<file path="src/rtl/fce_pkg.sv">
// Package: shared constants, field positions and types for the flash cycle engine.
// Assumes a 64-byte data buffer and 32-bit host registers.
package fce_pkg;
    localparam int BUF_BYTES = 64;
    localparam int BUF_IW    = $clog2(BUF_BYTES);
    localparam int BUF_WORDS = BUF_BYTES / 4;
    localparam int REG_AW    = $clog2(BUF_WORDS) + 1;
    localparam int CNT_W     = BUF_IW;

    // control word fields
    localparam int CTL_GO      = 1;
    localparam int CTL_ATOMIC  = 2;
    localparam int CTL_IDX_LSB = 4;
    localparam int CTL_CNT_LSB = 8;
    localparam int CTL_DEN     = CTL_CNT_LSB + CNT_W;

    // status word fields
    localparam int ST_BUSY = 0;
    localparam int ST_DONE = 2;
    localparam int ST_ERR  = 3;
    localparam int ST_LOCK = 15;

    // register word addresses (buffer occupies the upper half)
    localparam int RA_CTRL   = 0;
    localparam int RA_STAT   = 1;
    localparam int RA_ADDR   = 2;
    localparam int RA_PREFIX = 3;
    localparam int RA_TYPES  = 4;
    localparam int RA_MENU0  = 5;

    typedef enum logic [1:0] {
        OP_RD_NOADDR = 2'd0,
        OP_WR_NOADDR = 2'd1,
        OP_RD_ADDR   = 2'd2,
        OP_WR_ADDR   = 2'd3
    } op_kind_e;

    typedef enum logic [2:0] {
        S_IDLE, S_PRE, S_GAP, S_OPC, S_ADR, S_DAT, S_END
    } seq_state_e;

    typedef struct packed {
        logic [7:0]       opcode;
        op_kind_e         kind;
        logic [23:0]      addr;
        logic             den;
        logic [CNT_W-1:0] cnt;
        logic             pre_en;
        logic [7:0]       pre_op;
    } cycle_req_t;
endpackage

</file>
<file path="src/rtl/fce_shift.sv">
// Module: single-byte SPI shifter, clock idle low, launch on falling edge,
// sample on rising edge, MSB first. Assumes start is only pulsed when idle.
// done pulses for one clock after the eighth falling edge; rx is valid then.
module fce_shift #(
    parameter int HALF_DIV = 2
) (
    input  logic       clk,
    input  logic       rst_n,
    input  logic       start,
    input  logic [7:0] tx,
    input  logic       miso,
    output logic       done,
    output logic [7:0] rx,
    output logic       sck,
    output logic       mosi
);
    localparam int DIV_W = $clog2(HALF_DIV) + 1;

    logic             active;
    logic [7:0]       shreg;
    logic             rbit;
    logic [2:0]       bitn;
    logic [DIV_W-1:0] div;

    // Purpose: divide the clock, toggle sck, sample on rise, shift on fall.
    always_ff @(posedge clk) begin
        if (!rst_n) begin
            active <= 1'b0;
            shreg  <= '0;
            rbit   <= 1'b0;
            bitn   <= '0;
            div    <= '0;
            sck    <= 1'b0;
            done   <= 1'b0;
        end else begin
            done <= 1'b0;
            if (start) begin
                active <= 1'b1;
                shreg  <= tx;
                bitn   <= '0;
                div    <= '0;
                sck    <= 1'b0;
            end else if (active) begin
                if (div == DIV_W'(HALF_DIV - 1)) begin
                    div <= '0;
                    sck <= ~sck;
                    if (!sck) begin
                        rbit <= miso;
                    end else begin
                        shreg <= {shreg[6:0], rbit};
                        if (bitn == 3'd7) begin
                            active <= 1'b0;
                            done   <= 1'b1;
                        end else begin
                            bitn <= bitn + 3'd1;
                        end
                    end
                end else begin
                    div <= div + DIV_W'(1);
                end
            end
        end
    end

    assign mosi = shreg[7];
    assign rx   = shreg;

    // a new byte is only launched once the previous one has finished
    p_start_idle_r5: assert property (@(posedge clk) disable iff (!rst_n)
        start |-> !active);
endmodule

</file>
<file path="src/rtl/fce_regs.sv">
// Module: host register file, opcode/type tables, lock, status and data buffer.
// Assumes single-cycle host writes; reads are combinational on addr.
// Produces a go pulse with the fully resolved cycle request when a go is legal.
module fce_regs import fce_pkg::*; #(
    parameter int MENU_ENTRIES = 6
) (
    input  logic              clk,
    input  logic              rst_n,
    input  logic              we,
    input  logic [REG_AW-1:0] addr,
    input  logic [31:0]       wdata,
    output logic [31:0]       rdata,
    input  logic              busy,
    input  logic              seq_done,
    input  logic              buf_we,
    input  logic [BUF_IW-1:0] buf_widx,
    input  logic [7:0]        buf_wdat,
    input  logic [BUF_IW-1:0] buf_ridx,
    output logic [7:0]        buf_rdat,
    output logic              go,
    output cycle_req_t        req
);
    localparam int TYPE_W     = 2 * MENU_ENTRIES;
    localparam int MENU_WORDS = (MENU_ENTRIES + 3) / 4;

    logic [7:0]        menu_q [MENU_ENTRIES];
    logic [TYPE_W-1:0] types_q;
    logic [7:0]        prefix_q;
    logic [31:0]       addr_q;
    logic [15:0]       ctrl_q;
    logic              done_q, err_q, lock_q;
    logic [7:0]        buf_q [BUF_BYTES];

    logic              wr_ctrl, wr_stat, go_req, in_rng, buf_hit;
    logic [2:0]        idx;
    logic [REG_AW-2:0] bword;

    assign wr_ctrl = we && (addr == REG_AW'(RA_CTRL));
    assign wr_stat = we && (addr == REG_AW'(RA_STAT));
    assign idx     = wdata[CTL_IDX_LSB +: 3];
    assign go_req  = wr_ctrl && wdata[CTL_GO];
    assign in_rng  = ({29'd0, idx} < 32'(MENU_ENTRIES));
    assign go      = go_req && !busy && in_rng;
    assign buf_hit = addr[REG_AW-1];
    assign bword   = addr[REG_AW-2:0];

    // Purpose: resolve the opcode and type of the selected entry for the request.
    always_comb begin
        req        = '0;
        req.addr   = addr_q[23:0];
        req.den    = wdata[CTL_DEN];
        req.cnt    = wdata[CTL_CNT_LSB +: CNT_W];
        req.pre_en = wdata[CTL_ATOMIC] && (prefix_q != 8'd0);
        req.pre_op = prefix_q;
        for (int i = 0; i < MENU_ENTRIES; i++) begin
            if (idx == 3'(i)) begin
                req.opcode = menu_q[i];
                req.kind   = op_kind_e'(types_q[2*i +: 2]);
            end
        end
    end

    // Purpose: control, address and status registers with write-1-to-clear bits.
    always_ff @(posedge clk) begin
        if (!rst_n) begin
            ctrl_q <= '0;
            addr_q <= '0;
            done_q <= 1'b0;
            err_q  <= 1'b0;
            lock_q <= 1'b0;
        end else begin
            if (wr_ctrl) ctrl_q <= wdata[15:0] & ~(16'd1 << CTL_GO);
            if (we && addr == REG_AW'(RA_ADDR)) addr_q <= wdata;
            if (seq_done) done_q <= 1'b1;
            else if (wr_stat && wdata[ST_DONE]) done_q <= 1'b0;
            if (go_req && !go) err_q <= 1'b1;
            else if (wr_stat && wdata[ST_ERR]) err_q <= 1'b0;
            if (wr_stat && wdata[ST_LOCK]) lock_q <= 1'b1;
        end
    end

    // Purpose: lockable opcode table, type table and prefix register.
    always_ff @(posedge clk) begin
        if (!rst_n) begin
            types_q  <= '0;
            prefix_q <= '0;
            for (int i = 0; i < MENU_ENTRIES; i++) menu_q[i] <= '0;
        end else if (we && !lock_q) begin
            if (addr == REG_AW'(RA_TYPES))  types_q  <= wdata[TYPE_W-1:0];
            if (addr == REG_AW'(RA_PREFIX)) prefix_q <= wdata[7:0];
            for (int i = 0; i < MENU_ENTRIES; i++) begin
                if (addr == REG_AW'(RA_MENU0 + i / 4)) menu_q[i] <= wdata[8*(i%4) +: 8];
            end
        end
    end

    // Purpose: data buffer, engine byte port has priority over host word writes.
    always_ff @(posedge clk) begin
        if (buf_we) begin
            buf_q[buf_widx] <= buf_wdat;
        end else if (we && buf_hit) begin
            for (int b = 0; b < 4; b++) buf_q[{bword, 2'(b)}] <= wdata[8*b +: 8];
        end
    end

    assign buf_rdat = buf_q[buf_ridx];

    // Purpose: host read multiplexer.
    always_comb begin
        rdata = '0;
        if (buf_hit) begin
            for (int b = 0; b < 4; b++) rdata[8*b +: 8] = buf_q[{bword, 2'(b)}];
        end else begin
            if (addr == REG_AW'(RA_CTRL))   rdata = {16'd0, ctrl_q};
            if (addr == REG_AW'(RA_STAT))   rdata = {16'd0, lock_q, 11'd0, err_q, done_q, 1'b0, busy};
            if (addr == REG_AW'(RA_ADDR))   rdata = addr_q;
            if (addr == REG_AW'(RA_PREFIX)) rdata = {24'd0, prefix_q};
            if (addr == REG_AW'(RA_TYPES))  rdata = 32'(types_q);
            for (int w = 0; w < MENU_WORDS; w++) begin
                if (addr == REG_AW'(RA_MENU0 + w)) begin
                    for (int b = 0; b < 4; b++) begin
                        if (4*w + b < MENU_ENTRIES) rdata[8*b +: 8] = menu_q[4*w + b];
                    end
                end
            end
        end
    end

    // lock is sticky once set
    p_lock_sticky_r10: assert property (@(posedge clk) disable iff (!rst_n)
        lock_q |=> lock_q);
    // locked tables do not change
    p_tables_frozen_r10: assert property (@(posedge clk) disable iff (!rst_n)
        lock_q |=> ($stable(types_q) && $stable(prefix_q)));
    // go while busy raises the error flag
    p_busy_go_err_r8: assert property (@(posedge clk) disable iff (!rst_n)
        (go_req && busy) |=> err_q);
endmodule

</file>
<file path="src/rtl/fce_seq.sv">
// Module: cycle sequencer. Latches the request at go, then walks the prefix
// frame, chip-select gap, opcode, address and data phases one byte at a time.
// Assumes the shifter answers every start with exactly one done pulse.
module fce_seq import fce_pkg::*; #(
    parameter int GAP_CLKS = 2
) (
    input  logic              clk,
    input  logic              rst_n,
    input  logic              go,
    input  cycle_req_t        req,
    output logic              busy,
    output logic              done,
    output logic              cs_n,
    output logic              sh_start,
    output logic [7:0]        sh_tx,
    input  logic              sh_done,
    input  logic [7:0]        sh_rx,
    output logic [BUF_IW-1:0] buf_ridx,
    input  logic [7:0]        buf_rdat,
    output logic              buf_we,
    output logic [BUF_IW-1:0] buf_widx,
    output logic [7:0]        buf_wdat
);
    localparam int GAP_W = $clog2(GAP_CLKS + 1);

    seq_state_e       st;
    cycle_req_t       cur;
    logic             issued;
    logic [CNT_W-1:0] bcnt;
    logic [GAP_W-1:0] gcnt;
    logic             byte_st;

    assign byte_st  = (st == S_PRE) || (st == S_OPC) || (st == S_ADR) || (st == S_DAT);
    assign sh_start = byte_st && !issued;
    assign cs_n     = !byte_st;
    assign busy     = (st != S_IDLE);
    assign done     = (st == S_END);
    assign buf_ridx = bcnt;
    assign buf_widx = bcnt;
    assign buf_wdat = sh_rx;
    assign buf_we   = (st == S_DAT) && sh_done && !cur.kind[0];

    // Purpose: select the byte to transmit for the current phase.
    always_comb begin
        sh_tx = 8'h00;
        case (st)
            S_PRE: sh_tx = cur.pre_op;
            S_OPC: sh_tx = cur.opcode;
            S_ADR: begin
                case (bcnt[1:0])
                    2'd0:    sh_tx = cur.addr[23:16];
                    2'd1:    sh_tx = cur.addr[15:8];
                    default: sh_tx = cur.addr[7:0];
                endcase
            end
            S_DAT: sh_tx = cur.kind[0] ? buf_rdat : 8'h00;
            default: sh_tx = 8'h00;
        endcase
    end

    // Purpose: phase state machine with byte and gap counters.
    always_ff @(posedge clk) begin
        if (!rst_n) begin
            st     <= S_IDLE;
            cur    <= '0;
            issued <= 1'b0;
            bcnt   <= '0;
            gcnt   <= '0;
        end else begin
            if (sh_start) issued <= 1'b1;
            else if (sh_done) issued <= 1'b0;
            case (st)
                S_IDLE: if (go) begin
                    cur  <= req;
                    bcnt <= '0;
                    st   <= req.pre_en ? S_PRE : S_OPC;
                end
                S_PRE: if (sh_done) begin
                    gcnt <= '0;
                    st   <= S_GAP;
                end
                S_GAP: begin
                    if (gcnt == GAP_W'(GAP_CLKS - 1)) st <= S_OPC;
                    else gcnt <= gcnt + GAP_W'(1);
                end
                S_OPC: if (sh_done) begin
                    bcnt <= '0;
                    if (cur.kind[1])  st <= S_ADR;
                    else if (cur.den) st <= S_DAT;
                    else              st <= S_END;
                end
                S_ADR: if (sh_done) begin
                    if (bcnt == CNT_W'(2)) begin
                        bcnt <= '0;
                        st   <= cur.den ? S_DAT : S_END;
                    end else begin
                        bcnt <= bcnt + CNT_W'(1);
                    end
                end
                S_DAT: if (sh_done) begin
                    if (bcnt == cur.cnt) st <= S_END;
                    else bcnt <= bcnt + CNT_W'(1);
                end
                S_END:   st <= S_IDLE;
                default: st <= S_IDLE;
            endcase
        end
    end
endmodule

</file>
<file path="src/rtl/flash_cycle_engine.sv">
// Module: top of the menu-driven SPI flash cycle engine. Connects the host
// register file, the cycle sequencer and the byte shifter.
// Assumes a single attached flash and a fixed serial clock divider.
module flash_cycle_engine import fce_pkg::*; #(
    parameter int MENU_ENTRIES = 6,
    parameter int HALF_DIV     = 2,
    parameter int GAP_CLKS     = 2
) (
    input  logic              clk,
    input  logic              rst_n,
    input  logic              reg_we,
    input  logic [REG_AW-1:0] reg_addr,
    input  logic [31:0]       reg_wdata,
    output logic [31:0]       reg_rdata,
    output logic              spi_sck,
    output logic              spi_cs_n,
    output logic              spi_mosi,
    input  logic              spi_miso
);
    logic              go, busy, seq_done, sh_start, sh_done;
    cycle_req_t        req;
    logic [7:0]        sh_tx, sh_rx, buf_rdat, buf_wdat;
    logic              buf_we;
    logic [BUF_IW-1:0] buf_ridx, buf_widx;

    fce_regs #(.MENU_ENTRIES(MENU_ENTRIES)) u_regs (
        .clk(clk), .rst_n(rst_n), .we(reg_we), .addr(reg_addr),
        .wdata(reg_wdata), .rdata(reg_rdata), .busy(busy), .seq_done(seq_done),
        .buf_we(buf_we), .buf_widx(buf_widx), .buf_wdat(buf_wdat),
        .buf_ridx(buf_ridx), .buf_rdat(buf_rdat), .go(go), .req(req)
    );

    fce_seq #(.GAP_CLKS(GAP_CLKS)) u_seq (
        .clk(clk), .rst_n(rst_n), .go(go), .req(req), .busy(busy),
        .done(seq_done), .cs_n(spi_cs_n), .sh_start(sh_start), .sh_tx(sh_tx),
        .sh_done(sh_done), .sh_rx(sh_rx), .buf_ridx(buf_ridx),
        .buf_rdat(buf_rdat), .buf_we(buf_we), .buf_widx(buf_widx),
        .buf_wdat(buf_wdat)
    );

    fce_shift #(.HALF_DIV(HALF_DIV)) u_shift (
        .clk(clk), .rst_n(rst_n), .start(sh_start), .tx(sh_tx),
        .miso(spi_miso), .done(sh_done), .rx(sh_rx), .sck(spi_sck),
        .mosi(spi_mosi)
    );

    // the serial clock rests low whenever the flash is deselected
    p_sck_idle_r1: assert property (@(posedge clk) disable iff (!rst_n)
        spi_cs_n |-> !spi_sck);
    // chip select stays high for at least two clocks once it rises
    p_cs_gap_r9: assert property (@(posedge clk) disable iff (!rst_n)
        $rose(spi_cs_n) |=> spi_cs_n);
endmodule

</file>
<file path="config.mk">
export PLATFORM = sky130hd
export DESIGN_NAME = flash_cycle_engine
export DESIGN_NICKNAME = d
export VERILOG_FILES = /design/src/rtl/fce_pkg.sv /design/src/rtl/fce_shift.sv /design/src/rtl/fce_regs.sv /design/src/rtl/fce_seq.sv /design/src/rtl/flash_cycle_engine.sv
export SDC_FILE = /design/constraint.sdc
export NUM_CORES = 2
export LEC_CHECK = 0
export BUFFER_PORTS_ARGS = -buffer_cell sky130_fd_sc_hd__buf_4
export CAP_MARGIN = 5
export CORE_MARGIN = 2
export CORE_UTILIZATION = 25
export CTS_CLUSTER_DIAMETER = 30
export DETAILED_ROUTE_END_ITERATION = 7
export GPL_ROUTABILITY_DRIVEN = 0
export GPL_TIMING_DRIVEN = 0
export HOLD_SLACK_MARGIN = 0.1
export PLACE_DENSITY = 0.39
export SLEW_MARGIN = 10
export SYNTH_ARGS = -nofsm -noshare
export SYNTH_HDL_FRONTEND = slang
export SYNTH_SLANG_ARGS = --single-unit
</file>
<file path="constraint.sdc">
create_clock -name clk -period 5.9 [get_ports clk]
set_clock_uncertainty 0.1 [all_clocks]
set_input_delay 1.18 -clock clk [delete_from_list [all_inputs] [get_ports clk]]
set_output_delay 1.18 -clock clk [all_outputs]
set_load 0.02 [all_outputs]
</file>
* Yosys cells after proc, flatten, opt, wreduce, memory -nomap -nowiden
Memory sizes are Yosys's and may differ from the RTL's. A register that Yosys moved wholly into a read port is not among the register bits.
Index checks and enable logic that the tools add are counted.
** Operators by class
- Reduce and logical (&&, ||, !) cells :: 52
- $add $sub $neg :: 4
- Mux-type cells :: 81
- Equal/unequal tests :: 33
- Order comparisons :: 1
- Bitwise gates (word level) :: 12
** Operators by type and width (count)
- 2-to-1 mux 32 bit :: 5
- 2-to-1 mux 8 bit :: 12
- 2-to-1 mux 10 bit :: 6
- 2-to-1 mux 6 bit :: 9
- 2-to-1 mux 16 bit :: 3
- one-hot mux 8 bit (4 select lines) :: 1
- 2-to-1 mux 1 bit :: 27
- 2-to-1 mux 3 bit :: 9
- one-hot mux 6 bit (4 select lines) :: 1
- == test 3 bit, second input constant :: 6
- one-hot mux 3 bit (6 select lines) :: 1
- logical AND 1 bit :: 16
- one-hot mux 8 bit (2 select lines) :: 1
- == test 5 x 3 -> 1 bit, second input constant :: 3
- nonzero test 2 bit :: 7
- == test 3 x 2 -> 1 bit, second input constant :: 4
- == test 5 x 2 -> 1 bit, second input constant :: 2
- 2-to-1 mux 2 bit :: 5
- inequality test 2 x 1 -> 1 bit, second input constant :: 5
- inequality test 2 bit, second input constant :: 5
- AND reduction 2 bit :: 4
- AND reduction 4 bit :: 2
- AND reduction 8 bit :: 1
- nonzero test 8 bit :: 1
- other kinds (24) :: 47
** Word-level totals
- Bits in writable memories :: 560
- Memories kept :: 2
- Flip-flop bits (word level) :: 148
- Output and inout bits :: 35
- Logic and storage cells :: 209
** Memory list
- u_regs.buf_q :: words 64, bits a word 8, rd ports 5, clocked after Yosys merged registers in 1, write ports 4, line fce_regs.sv:32 : logic [7:0] buf_q [BUF_BYTES];
- u_regs.menu_q :: words 6, bits a word 8, rd ports 6, clocked after Yosys merged registers in 0, write ports 6, line fce_regs.sv:26 : logic [7:0] menu_q [MENU_ENTRIES];

* Depth between registers and ports, before layout
- Word-level depth :: 9
- Mapped depth :: 11
- Depth with buffers taken out :: 8

* Cells and area by module
From an unflattened synthesis, not the netlist that was laid out.
** Unflattened totals
- Cells, all modules :: 3274
- Area total of the unflattened synthesis :: 39336.5 µm²
** Modules (own cells, without submodules)
- fce_regs :: area an instance 35466.5 µm², instances 1, cells each 2797
- fce_seq :: area an instance 3139.3 µm², instances 1, cells each 402
- fce_shift :: area an instance 730.7 µm², instances 1, cells each 75

* Worst setup path before layout
Ideal clock, no wire load.
- Kind :: input to register
- Start :: input reg_addr[0]
- End :: memory u_regs.menu_q[0][0], enable pin
- Path buffers :: 3
- Path slack :: 0.758 ns
- Library setup time :: 0.466 ns
- Required time :: 5.334 ns
- Stages :: 6
- Arrival time :: 4.576 ns
- Cell sequence :: buf_2 > buf_2 > buf_2 > nor2b_1 > nand2_1 > o21ai_0
** RTL lines
- start: declaration :: line flash_cycle_engine.sv:12 : input logic [REG_AW-1:0] reg_addr,
- end: declaration :: line fce_regs.sv:26

* Final worst setup path
- Start :: input reg_addr[3]
- End :: output reg_rdata[4]
** On the way
- Longest elaborated chain between the ends :: 9
** Ends and longest elaborated chain
- zero test 5 bit :: line fce_regs.sv:114 : if (addr == REG_AW'(RA_CTRL)) rdata = {16'd0, ctrl_q};
- 2-to-1 mux 16 bit :: line fce_regs.sv:114
- 2-to-1 mux 16 bit :: line fce_regs.sv:115 : if (addr == REG_AW'(RA_STAT)) rdata = {16'd0, lock_q, 11'd0, err_q, done_q, 1'b0, busy};
- 2-to-1 mux 32 bit :: line fce_regs.sv:116 : if (addr == REG_AW'(RA_ADDR)) rdata = addr_q;
- 2-to-1 mux 32 bit :: line fce_regs.sv:117 : if (addr == REG_AW'(RA_PREFIX)) rdata = {24'd0, prefix_q};
- 2-to-1 mux 32 bit :: line fce_regs.sv:118 : if (addr == REG_AW'(RA_TYPES)) rdata = 32'(types_q);
- 2-to-1 mux 32 bit :: line fce_regs.sv:120 : if (addr == REG_AW'(RA_MENU0 + w)) begin
- 2-to-1 mux 16 bit :: line fce_regs.sv:120
- 2-to-1 mux 32 bit * :: line fce_regs.sv:111 : if (buf_hit) begin
- end: declaration :: line flash_cycle_engine.sv:14 : output logic [31:0] reg_rdata,
Mark *: on every way between the ends. The rest lies on a longest branch, timed or not.

==> impl_metrics.csv <==
group,metric,value,unit
detailed_routing,top_layer_used,"met5",
detailed_routing,met3_length,32400,µm
detailed_routing,ant_nets,0,
setup_path,crit_buf_inv,4,
synthesis,synth-xor-area-share,0.00204,
setup_path,crit_chain,"buf_4 > clkbuf_1 > nand2b_1 > clkbuf_1 > nor2_1 > a222oi_1 > o211ai_1 > o21a_1 > buf_4",
detailed_routing,drc,0,
placed_design,port_buffers,54,
global_route,grt_pass1_vias,32921,
die,rows,144,
synthesis,ys.flop_type,"edfxtp_1",
setup_path,worst_ep_required_time,4.62,ns
timing,worst_slack,-0.226,ns
synthesis,synth_top_family_by_area,"multiplexers",
clock_network,cts_setup_buffers,0,
setup_path,crit_fanout,10,
pwr,ir_drop,0.366,mV
global_route,grt_max_degree,18,
timing,setup_viol_count_final,7,
timing,fin_setup_tns,-0.650,ns
clock_network,insertion_delay,0.86,ns
detailed_routing,drt_pass1_iterations,8,
detailed_routing,wl_met2,100000,µm
clock_network,h-tree-depth,4,
synthesis,synth.most_common_cell,"nand2_1",
setup_path,critPathTopFamily,"buffers and inverters",
synthesis,ys_ff_latch,714,
timing,rsz0062_at_grt,"yes",
detailed_routing,wirelength,242000,µm
timing,report.final.hold_viol_count,0,
placed_design,placed_cells,5712,
global_route,grt_pass1_wl,312000,µm
final_layout,area_growth,27.6,%
detailed_routing,avgRoutedWirePerCell,39.7,µm
die,core_area,154000,µm²
clock_network,cts.sinks,714,
synthesis,yosysTopAreaCellShare,0.436,
synthesis,syn_nets,3616,
synthesis,yosys-top-cells-area,"edfxtp_1, mux4_2, nand2_1, dfxtp_1, mux2i_1",
synthesis,synthTopCellsByCount,"nand2_1, edfxtp_1, clkbuf_1",
setup_path,cpPeakStageDelay,0.89,ns
synthesis,synth.cell_area,38500,µm²
global_route,grt_use_total,0.301,
clock_network,cts_buffer_depth,3,
synthesis,yosys.area_share.simple,0.166,
final_layout,nets,3914,
synthesis,yosysUniqueCellTypes,67,
timing,finalCritPeriodShare,1.04,
timing,slew_headroom,0.0110,
synthesis,yosysTopAreaCell,"edfxtp_1",
global_route,antenna_found_initial,27,
pwr,power.density,415,nW/µm²
setup_path,cp-end-kind,"output pin",
synthesis,synth.mux.area_fraction,0.186,
synthesis,synth_area_per_cell,10.8,µm²
global_route,gr-total-overflow,0,
synthesis,synth_edf_count,560,
pwr,finalPower,0.0204,W
timing,fin_crit,6.13,ns
setup_path,startpoint_type,"input port",
placed_design,dp_hpwl,179000,µm
hold_path,hold_path.class,"reg2reg",
detailed_routing,avgViaCountPerCell,5.76,
detailed_routing,drt-met1-wl,90200,µm
clock_network,clk_pin_slew_worst_paths,0.04,ns
timing,holdWs,0.348,ns
setup_path,critPathSlowestCell,"a222oi_1",
clock_network,root_buffer,"clkbuf_16",
synthesis,synthArstFlopShare,0,
synthesis,ys_warn_count,0,
timing,slew_violations,0,
clock_network,cts_buffers,196,
setup_path,crit_arrival,4.85,ns
final_layout,fillCellCount,15761,
synthesis,synth_fa_ha_area_frac,0.00227,
status,violations,"capacitance limit, setup timing",
pwr,power_leakage,18.7,nW
die,initial_utilization,0.251,
clock_network,cts_tree,"done",
status,status,"finished with violations",
detailed_routing,num_vias,35107,
die,die_y,397,µm
flow_run,maxCapViolCount,1,
synthesis,synth_compound_area_frac,0.0919,
die,ios,76,
synthesis,syn_inst,3568,
detailed_routing,drtIter0Drc,5794,
setup_path,crit_type,"in2out",
synthesis,yosysSeqAreaShare,0.516,
timing,tightest_slew,1.48,ns
final_layout,stdcell_count,6093,
die,die_w,397,µm
die,dieArea,157000,µm²
timing,clock.fmax,163,MHz
final_layout,drive_gt1_frac,0.198,
==> state kept, by name, indices dropped and copies added, names as in the netlist, 2 cells and up, named ones only <==
name	flops
u_regs.addr_q	32
u_regs.buf_q	512
u_regs.ctrl_q	15
u_regs.menu_q	48
u_regs.prefix_q	8
u_regs.types_q	12
u_seq.buf_ridx	6
u_seq.cur	49
u_seq.gcnt	2
u_seq.st	3
u_shift.bitn	3
u_shift.div	2
u_shift.rx	8
==> layout make-up <==
class                   instances  area, µm²  area share
diodes                         16       40.0    0.000814
plain buffers                 327       1400      0.0285
clock buffers                 245       5260       0.107
clock inverters               120       1800      0.0365
inverters                      13       48.8    0.000992
multi-input cells            2514      17300       0.353
flip-flops and latches        714      19900       0.405
well taps                    2044       2560      0.0520
repair buffers                100        823      0.0167
==> routing by layer <==
metal | GRT usage | vias up
li1 | - | 13676
met1 | 0.365 | 17807
met4 | 0.199 | 16
met2 | 0.430 | 2858
met3 | 0.128 | 750
met5 | 0.0108 | -
==> metrics by stage <==
stage / cell area (µm²) / worst slack (ns) / utilization
global placement: 41500 / -2.07 / 0.270
detailed placement: 42000 / -0.187 / 0.274
floorplan: 38500 / 0.758 / -
CTS: 49100 / 0.0269 / 0.320
finish: 49200 / -0.226 / 0.320
global route: 49100 / -0.0209 / 0.320
==> cells in the final DEF, fill, tap and decap left out, types with 13 or more instances in the layout <==
| cell | Yosys | routed |
|---|---|---|
| mux2_2 | 23 | 23 |
| mux4_2 | 254 | 254 |
| a22o_1 | 13 | 13 |
| edfxtp_1 | 560 | 560 |
| and2_1 | 75 | 75 |
| o21ai_0 | 91 | 28 |
| clkbuf_2 | 0 | 46 |
| nand2_1 | 1220 | 1220 |
| clkbuf_16 | 0 | 198 |
| buf_2 | 30 | 32 |
| a21oi_1 | 151 | 151 |
| buf_6 | 1 | 13 |
| dfxtp_1 | 154 | 154 |
| a22oi_1 | 50 | 50 |
| buf_1 | 26 | 21 |
| diode_2 | 0 | 16 |
| clkinv_2 | 0 | 21 |
| o22ai_1 | 30 | 30 |
| a221oi_1 | 30 | 30 |
| bufinv_16 | 0 | 37 |
| nor2_1 | 129 | 129 |
| nand3_1 | 17 | 17 |
| a21o_1 | 96 | 96 |
| clkbuf_8 | 0 | 13 |
| clkbuf_1 | 255 | 243 |
| buf_4 | 15 | 102 |
| clkinv_1 | 1 | 30 |
| o21ai_1 | 0 | 56 |
| nor2b_1 | 28 | 28 |
| nor3_1 | 22 | 21 |
| mux2i_1 | 118 | 118 |
| nand2b_1 | 15 | 15 |
==> worst register-to-register path, stage by stage, from the launching register on <==
cell	delay [ns]
dfxtp_1	0.76
buf_2	0.57
buf_2	0.56
buf_2	0.79
buf_2	0.67
buf_2	0.64
mux2i_1	0.27
a221oi_1	0.72
a211o_1	0.19
==> path summary, 6_finish.rpt <==
path              endpoint  cells past startpoint  slack (ns)    startpoint
max reg2reg  u_shift.rx[3]                      8        0.57      register
min           u_seq.cur[2]                      2        0.35  u_seq.cur[2]
max           reg_rdata[4]                      9       -0.23   reg_addr[3]
min reg2reg   u_seq.cur[2]                      2        0.35  u_seq.cur[2]
==> cells by family (layout without fill, tap and decap cells) <==
family	Yosys count	after routing
xor+xnor	9	9
flops	714	714
other cells	0	16
compound gates	541	541
simple gates	1562	1562
fa+ha+maj	7	7
mux	395	395
buf+inv	340	805
==> power breakdown <==
group | internal (W) | switching [W]
Clock | 0.00789 | 0.00354
Sequential | 0.00592 | 0.0000816
Combinational | 0.000723 | 0.00226
Total | 0.0145 | 0.00588
==> timing repair <==
item / in CTS / in global routing
hold buffers: 0 / 0
gates resized for setup: 7 / 14
setup endpoints to repair: 19 / 8
(Power assumes the default switching activity.)
